[src/rtl/cewr_pkg.sv]
package cewr_pkg;

  typedef enum logic [2:0] {
    PH_IDLE,
    PH_SETUP,
    PH_PULSE,
    PH_HOLD,
    PH_GAP
  } phase_e;

  // minimum time in ns -> whole clock cycles, never below one
  function automatic int ns_to_cyc(input int t_ns, input int per_ns);
    int c;
    c = (t_ns + per_ns - 1) / per_ns;
    if (c < 1) c = 1;
    return c;
  endfunction

  function automatic int max2(input int a, input int b);
    return (a > b) ? a : b;
  endfunction

  // recovery gap after the hold cycle: covers enable-high time, full
  // write cycle time and the output-enable hold after the last write
  function automatic int gap_len(input int n_as, input int n_pulse, input int n_hold,
                                 input int n_cph, input int n_wc, input int n_oeh);
    int g;
    g = max2(n_cph - n_hold - n_as, n_wc - n_as - n_pulse - n_hold);
    g = max2(g, n_oeh - n_hold);
    g = max2(g, 1);
    return g;
  endfunction

endpackage

[src/rtl/cewr_phase_timer.sv]
module cewr_phase_timer #(
  parameter int CNT_W = 4
) (
  input  logic             clk,
  input  logic             rst_n,
  input  logic             load,
  input  logic [CNT_W-1:0] load_val,
  output logic             zero
);

  logic [CNT_W-1:0] cnt_q;

  always_ff @(posedge clk or negedge rst_n) begin
    if (!rst_n)             cnt_q <= '0;
    else if (load)          cnt_q <= load_val;
    else if (cnt_q != '0)   cnt_q <= cnt_q - 1'b1;
  end

  assign zero = (cnt_q == '0);

endmodule

[src/rtl/cewr_beat_src.sv]
module cewr_beat_src #(
  parameter int                ADDR_W    = 16,
  parameter int                DATA_W    = 8,
  parameter int                BEAT_W    = 2,
  parameter logic [ADDR_W-1:0] CMD0_ADDR = '0,
  parameter logic [ADDR_W-1:0] CMD1_ADDR = '0,
  parameter logic [ADDR_W-1:0] CMD2_ADDR = '0,
  parameter logic [DATA_W-1:0] CMD0_DATA = '0,
  parameter logic [DATA_W-1:0] CMD1_DATA = '0,
  parameter logic [DATA_W-1:0] CMD2_DATA = '0
) (
  input  logic [BEAT_W-1:0] beat,
  input  logic              prog,
  input  logic [ADDR_W-1:0] usr_addr,
  input  logic [DATA_W-1:0] usr_data,
  output logic [ADDR_W-1:0] addr,
  output logic [DATA_W-1:0] data
);

  // program mode: three table writes, then the user pair
  always_comb begin
    addr = usr_addr;
    data = usr_data;
    if (prog) begin
      case (beat)
        BEAT_W'(0): begin addr = CMD0_ADDR; data = CMD0_DATA; end
        BEAT_W'(1): begin addr = CMD1_ADDR; data = CMD1_DATA; end
        BEAT_W'(2): begin addr = CMD2_ADDR; data = CMD2_DATA; end
        default:    begin addr = usr_addr;  data = usr_data;  end
      endcase
    end
  end

endmodule

[src/rtl/cewr_seq.sv]
module cewr_seq
  import cewr_pkg::*;
#(
  parameter int CLK_PERIOD_NS = 10,
  parameter int ADDR_W        = 16,
  parameter int DATA_W        = 8,
  parameter int T_WC_NS       = 150,
  parameter int T_AS_NS       = 10,
  parameter int T_AH_NS       = 50,
  parameter int T_DS_NS       = 50,
  parameter int T_CP_NS       = 50,
  parameter int T_CPH_NS      = 20,
  parameter int T_OEH_NS      = 10,
  parameter logic [ADDR_W-1:0] CMD0_ADDR = ADDR_W'(12'h555),
  parameter logic [ADDR_W-1:0] CMD1_ADDR = ADDR_W'(12'h2AA),
  parameter logic [ADDR_W-1:0] CMD2_ADDR = ADDR_W'(12'h555),
  parameter logic [DATA_W-1:0] CMD0_DATA = DATA_W'(8'hAA),
  parameter logic [DATA_W-1:0] CMD1_DATA = DATA_W'(8'h55),
  parameter logic [DATA_W-1:0] CMD2_DATA = DATA_W'(8'hA0)
) (
  input  logic              clk,
  input  logic              rst_n,
  input  logic              req_valid,
  input  logic              req_prog,
  input  logic [ADDR_W-1:0] req_addr,
  input  logic [DATA_W-1:0] req_data,
  output logic              req_ready,
  output logic              busy,
  output logic [ADDR_W-1:0] flash_addr,
  output logic [DATA_W-1:0] flash_dq,
  output logic              ce1_n,
  output logic              ce2_n,
  output logic              we_n,
  output logic              oe_n
);

  localparam int NUM_BEATS = 4;
  localparam int BEAT_W    = $clog2(NUM_BEATS);
  localparam int N_AS      = ns_to_cyc(T_AS_NS, CLK_PERIOD_NS);
  localparam int N_CP      = ns_to_cyc(T_CP_NS, CLK_PERIOD_NS);
  localparam int N_DS      = ns_to_cyc(T_DS_NS, CLK_PERIOD_NS);
  localparam int N_AH      = ns_to_cyc(T_AH_NS, CLK_PERIOD_NS);
  localparam int N_CPH     = ns_to_cyc(T_CPH_NS, CLK_PERIOD_NS);
  localparam int N_WC      = ns_to_cyc(T_WC_NS, CLK_PERIOD_NS);
  localparam int N_OEH     = ns_to_cyc(T_OEH_NS, CLK_PERIOD_NS);
  localparam int N_PULSE   = max2(max2(N_CP, N_DS), N_AH);
  localparam int N_HOLD    = 1;
  localparam int N_GAP     = gap_len(N_AS, N_PULSE, N_HOLD, N_CPH, N_WC, N_OEH);
  localparam int N_MAX     = max2(max2(N_AS, N_PULSE), max2(N_HOLD, N_GAP));
  localparam int CNT_W     = max2($clog2(N_MAX + 1), 1);

  phase_e             st_q, st_d;
  logic [BEAT_W-1:0]  beat_q, beat_d;
  logic               prog_q;
  logic [ADDR_W-1:0]  usr_addr_q, src_addr;
  logic [DATA_W-1:0]  usr_data_q, src_data;
  logic [ADDR_W-1:0]  addr_q;
  logic [DATA_W-1:0]  dq_q;
  logic               ce_q, we_q, busy_q;
  logic               ph_zero, last_q, enter_setup;
  logic [CNT_W-1:0]   load_val;

  // named internal events for the checker
  logic accept_w;
  logic phase_end_w;

  assign accept_w    = (st_q == PH_IDLE) && req_valid;
  assign phase_end_w = (st_q != PH_IDLE) && ph_zero;
  assign last_q      = prog_q ? (beat_q == BEAT_W'(NUM_BEATS - 1)) : 1'b1;

  always_comb begin
    st_d   = st_q;
    beat_d = beat_q;
    unique case (st_q)
      PH_IDLE:  if (req_valid) begin st_d = PH_SETUP; beat_d = '0; end
      PH_SETUP: if (ph_zero) st_d = PH_PULSE;
      PH_PULSE: if (ph_zero) st_d = PH_HOLD;
      PH_HOLD:  if (ph_zero) st_d = PH_GAP;
      PH_GAP: begin
        if (ph_zero) begin
          if (last_q) st_d = PH_IDLE;
          else begin
            st_d   = PH_SETUP;
            beat_d = beat_q + 1'b1;
          end
        end
      end
      default: st_d = PH_IDLE;
    endcase
  end

  always_comb begin
    unique case (st_d)
      PH_SETUP: load_val = CNT_W'(N_AS - 1);
      PH_PULSE: load_val = CNT_W'(N_PULSE - 1);
      PH_HOLD:  load_val = CNT_W'(N_HOLD - 1);
      PH_GAP:   load_val = CNT_W'(N_GAP - 1);
      default:  load_val = '0;
    endcase
  end

  assign enter_setup = (st_d == PH_SETUP) && (st_q != PH_SETUP);

  cewr_phase_timer #(.CNT_W(CNT_W)) u_timer (
    .clk      (clk),
    .rst_n    (rst_n),
    .load     (accept_w || phase_end_w),
    .load_val (load_val),
    .zero     (ph_zero)
  );

  cewr_beat_src #(
    .ADDR_W(ADDR_W), .DATA_W(DATA_W), .BEAT_W(BEAT_W),
    .CMD0_ADDR(CMD0_ADDR), .CMD1_ADDR(CMD1_ADDR), .CMD2_ADDR(CMD2_ADDR),
    .CMD0_DATA(CMD0_DATA), .CMD1_DATA(CMD1_DATA), .CMD2_DATA(CMD2_DATA)
  ) u_src (
    .beat     (beat_d),
    .prog     (accept_w ? req_prog : prog_q),
    .usr_addr (accept_w ? req_addr : usr_addr_q),
    .usr_data (accept_w ? req_data : usr_data_q),
    .addr     (src_addr),
    .data     (src_data)
  );

  // all pin drivers are registered from the next phase
  always_ff @(posedge clk or negedge rst_n) begin
    if (!rst_n) begin
      st_q       <= PH_IDLE;
      beat_q     <= '0;
      prog_q     <= 1'b0;
      usr_addr_q <= '0;
      usr_data_q <= '0;
      addr_q     <= '0;
      dq_q       <= '0;
      ce_q       <= 1'b1;
      we_q       <= 1'b1;
      busy_q     <= 1'b0;
    end else begin
      st_q   <= st_d;
      beat_q <= beat_d;
      if (accept_w) begin
        prog_q     <= req_prog;
        usr_addr_q <= req_addr;
        usr_data_q <= req_data;
      end
      if (enter_setup) begin
        addr_q <= src_addr;
        dq_q   <= src_data;
      end
      ce_q   <= (st_d != PH_PULSE);
      we_q   <= !((st_d == PH_SETUP) || (st_d == PH_PULSE) || (st_d == PH_HOLD));
      busy_q <= (st_d != PH_IDLE);
    end
  end

  assign req_ready  = (st_q == PH_IDLE);
  assign busy       = busy_q;
  assign flash_addr = addr_q;
  assign flash_dq   = dq_q;
  assign ce1_n      = ce_q;
  assign ce2_n      = ce_q;
  assign we_n       = we_q;
  assign oe_n       = 1'b1;

endmodule

[config.mk]
export PLATFORM = sky130hd
export DESIGN_NAME = cewr_seq
export DESIGN_NICKNAME = d
export VERILOG_FILES = /design/src/rtl/cewr_pkg.sv /design/src/rtl/cewr_phase_timer.sv /design/src/rtl/cewr_beat_src.sv /design/src/rtl/cewr_seq.sv
export SDC_FILE = /design/constraint.sdc
export NUM_CORES = 1
export LEC_CHECK = 0
export BUFFER_PORTS_ARGS = -buffer_cell sky130_fd_sc_hd__clkbuf_2
export CORE_ASPECT_RATIO = 0.7
export CORE_MARGIN = 2
export CORE_UTILIZATION = 45
export DETAILED_ROUTE_END_ITERATION = 10
export GPL_TIMING_DRIVEN = 0
export PLACE_DENSITY = 0.76
export SYNTH_ARGS = -nofsm -noshare
export SYNTH_HDL_FRONTEND = slang
export SYNTH_SLANG_ARGS = --single-unit
[constraint.sdc]
create_clock -name clk -period 2.2 [get_ports clk]
set_input_delay 0.44 -clock clk [delete_from_list [all_inputs] [get_ports clk]]
set_output_delay 0.44 -clock clk [all_outputs]
set_load 0.03 [all_outputs]
==> out/metrics.cfg <==
[job]
cap_violations=0

[timing]
worst_pin_slew_ns=0.809
relSlewSlack_pct=46.0
clock.fmax_ghz=0.427
finalClockSkew_ns=0.0116
min_period_ns=2.34
rsz0062_at_grt=true
fin_crit_sh_pct=106
finalSetupTns_ns=-0.464
drv_slew=0
setup_violations=16
final_hold_viol_count=0
fin_ws_ns=-0.141

[floorplanning]
start_util_pct=46.8
core_area_mm2=0.00573
ios=58
die_h_um=68.6
rows=23
dieArea_mm2=0.00660
fp.dieW_um=96.3

[yosys]
syn-num-nets=321
yosys_warnings=0
synth_edf_count=0
syn_inst=291
synthMuxAreaShare_pct=0.886
synth-xor-area-share_pct=0.653
synth_area_leader_cell=dfrtp_1
ys.flop_type=dfrtp_1
synth_area_mm2=0.00268
synth_top_family_by_area=simple AND/OR/NAND/NOR gates
seq_area_frac_synth_pct=57.0
ys_ff_latch=61
synth_compound_area_share_pct=13.1
synth_top_area_share_pct=55.0
yosys.area_share.simple_pct=23.9
syn_area_per_cell_um2=9.22
synth_area_leaders=dfrtp_1, nand2_1, o21ai_0, nor2_1, a21boi_0
synthArstFlopShare_pct=100
synth_cell_types=46
synth-adder-area-share_pct=0.933

[outcome]
violations=setup timing
outcome=finished with violations

[routing]
first_pass_iters=4
avgRoutedWirePerCell_um=15.9
vias=2410
vias_per_cell=5.26
drt_iter0_drc=192
antenna_left=0
post-route-drc-count=0
totalWireLength_um=7280

[critical_path]
cp.arrival_ns=2.60
crit_required_ns=2.46
cp-start-kind=flip-flop
critPathTopFamily=compound AO/OA/AOI/OAI gates
cp-end-kind=flip-flop
path_buf_inv=0
slowest_delay_ns=0.46
critPathSlowestCell=dfrtp_2
worstPathCellList=ha_1 > nand3b_1 > o311a_4 > a311o_4 > or3_4 > o211ai_1
crit_type=flip-flop to flip-flop
crit_path_max_fanout=5

[clocking]
clk_latency_ns=0.34
clockRootBuffer=clkbuf_8
clockBufferDepth=2
clock_sinks=61
path_clk_slew_ns=0.07
ctsHtreeMaxLevel=3
cts_made_buffers=9
cts_tree=built

[global_route]
grt_pass1_vias=2292
antenna_found_initial=0
grt-ovfl-total=0
grt_max_degree=62
grtUsageTotal_pct=23.0
grt_pass1_wl_um=11300

[place]
dpl.hpwl_um=4170
dpl_cell_area_mm2=0.00307
pre_cts_ws_ns=-0.380
portBuffers=56
gp_congestion=0.842

[finish]
nets=409
final_common_cell=nand2_1
syn2layout_area_growth_pct=35.0
drive_above_1_share_pct=35.2
layout_common_cells=nand2_1, clkbuf_2, dfrtp_1, buf_4, o21ai_1
multi_input_area_mm2=0.00122
regArea_mm2=0.00153
stdcell_area_mm2=0.00362
n_antenna_cell=0
num-fill-cells=488

[power]
p_leak_nw=1.85
power_density_mw_per_mm2=1640
irDropWorstVdd_mv=0.705

[hold_path]
hp-class=primary input to async pin

-- registers in the layout (all words and copies together) (netlist names), 2 cells and up --
signal,count
u_timer.cnt_q,4
st_q,3
beat_q,2
flash_dq,8
usr_data_q,8
flash_addr,16
usr_addr_q,16
-- synth_stat cells (all sizes together) (2+ instances only) --
master  instances
a21boi          8
dfstp           2
ha              2
nand3           2
inv             5
clkbuf         10
or2             2
o21ai          26
nor3            4
mux2i           2
o211ai          2
nor2           18
dfrtp          59
nor3b           2
buf             6
a21oi           2
nand2         112
o22ai           2
-- cells by family (layout without fill, tap and decap cells) --
kind of cell               Yosys count  in the layout
xor gates and xnor gates             2              2
DFF                                 61             61
AOI/OAI and AO/OA                   51             52
and+or+nand+nor                    151            152
buffers and inverters               21            111
other                                1              1
muxes                                2              2
adders and majority gates            2              2
-- metrics by stage --
step / std cells / hold WS [ns] / utilization, % / power (mW)
floorplan: 291 / 0.144 / - / 3.53
global placement: 422 / 0.449 / 53.6 / 4.12
detailed placement: 422 / 0.458 / 53.6 / 4.21
CTS: 450 / 0.247 / 61.1 / 5.66
global route: 458 / 0.268 / 63.3 / 6.34
finish: 458 / 0.211 / 63.3 / 5.94
-- routing by layer --
| layer | vias to the layer above | global-route usage [%] | part of all wire, % |
|---|---|---|---|
| li1 | 1145 | - | - |
| met1 | 1150 | 31.2 | 44 |
| met2 | 102 | 34.5 | 47 |
| met3 | 13 | 7.61 | 8.4 |
| met4 | 0 | 8.93 | 0.99 |
| met5 | - | 0 | 0 |
-- final cells by class --
cell class / instances / area share, %
multi-input combinational: 211 / 33.7
clock inverter: 5 / 2.07
buffer: 14 / 2.21
sequential: 61 / 42.2
tap: 75 / 2.59
clock buffer: 10 / 3.80
timing repair buffer: 77 / 12.8
inverter: 5 / 0.518
-- final timing paths --
| kind | start | endpoint | slack (ns) | cells after the start |
|---|---|---|---|---|
| max | beat_q[0]$_DFF_PN0_ | flash_dq[3]$_DFFE_PN0P_ | -0.14 | 6 |
| min | rst_n | flash_addr[4]$_DFFE_PN0P_ | 0.21 | 1 |
| max reg2reg | beat_q[0]$_DFF_PN0_ | flash_dq[3]$_DFFE_PN0P_ | -0.14 | 6 |
| min reg2reg | usr_addr_q[8]$_DFF_PN0_ | usr_addr_q[8]$_DFF_PN0_ | 0.47 | 2 |
| max in group asynchronous | rst_n | beat_q[0]$_DFF_PN0_ | 1.40 | 1 |
| min in group clk | req_addr[9] | usr_addr_q[9]$_DFF_PN0_ | 0.31 | 3 |
-- power by group --
part	internal [mW]	total, mW	switching, mW
Sequential	1.62	1.86	0.238
Clock	0.656	1.09	0.436
Combinational	1.10	2.99	1.88
Total	3.38	5.94	2.56
-- what timing repair did --
action / in CTS / in global routing
setup buffers: 12 / 9
pin swaps: 5 / 5
setup endpoints to repair: 32 / 33
gates cloned: 2 / 0
hold buffers: 0 / 0
gates resized for setup: 34 / 32
hold endpoints to repair: 0 / 0
(Power assumes the default switching activity.)
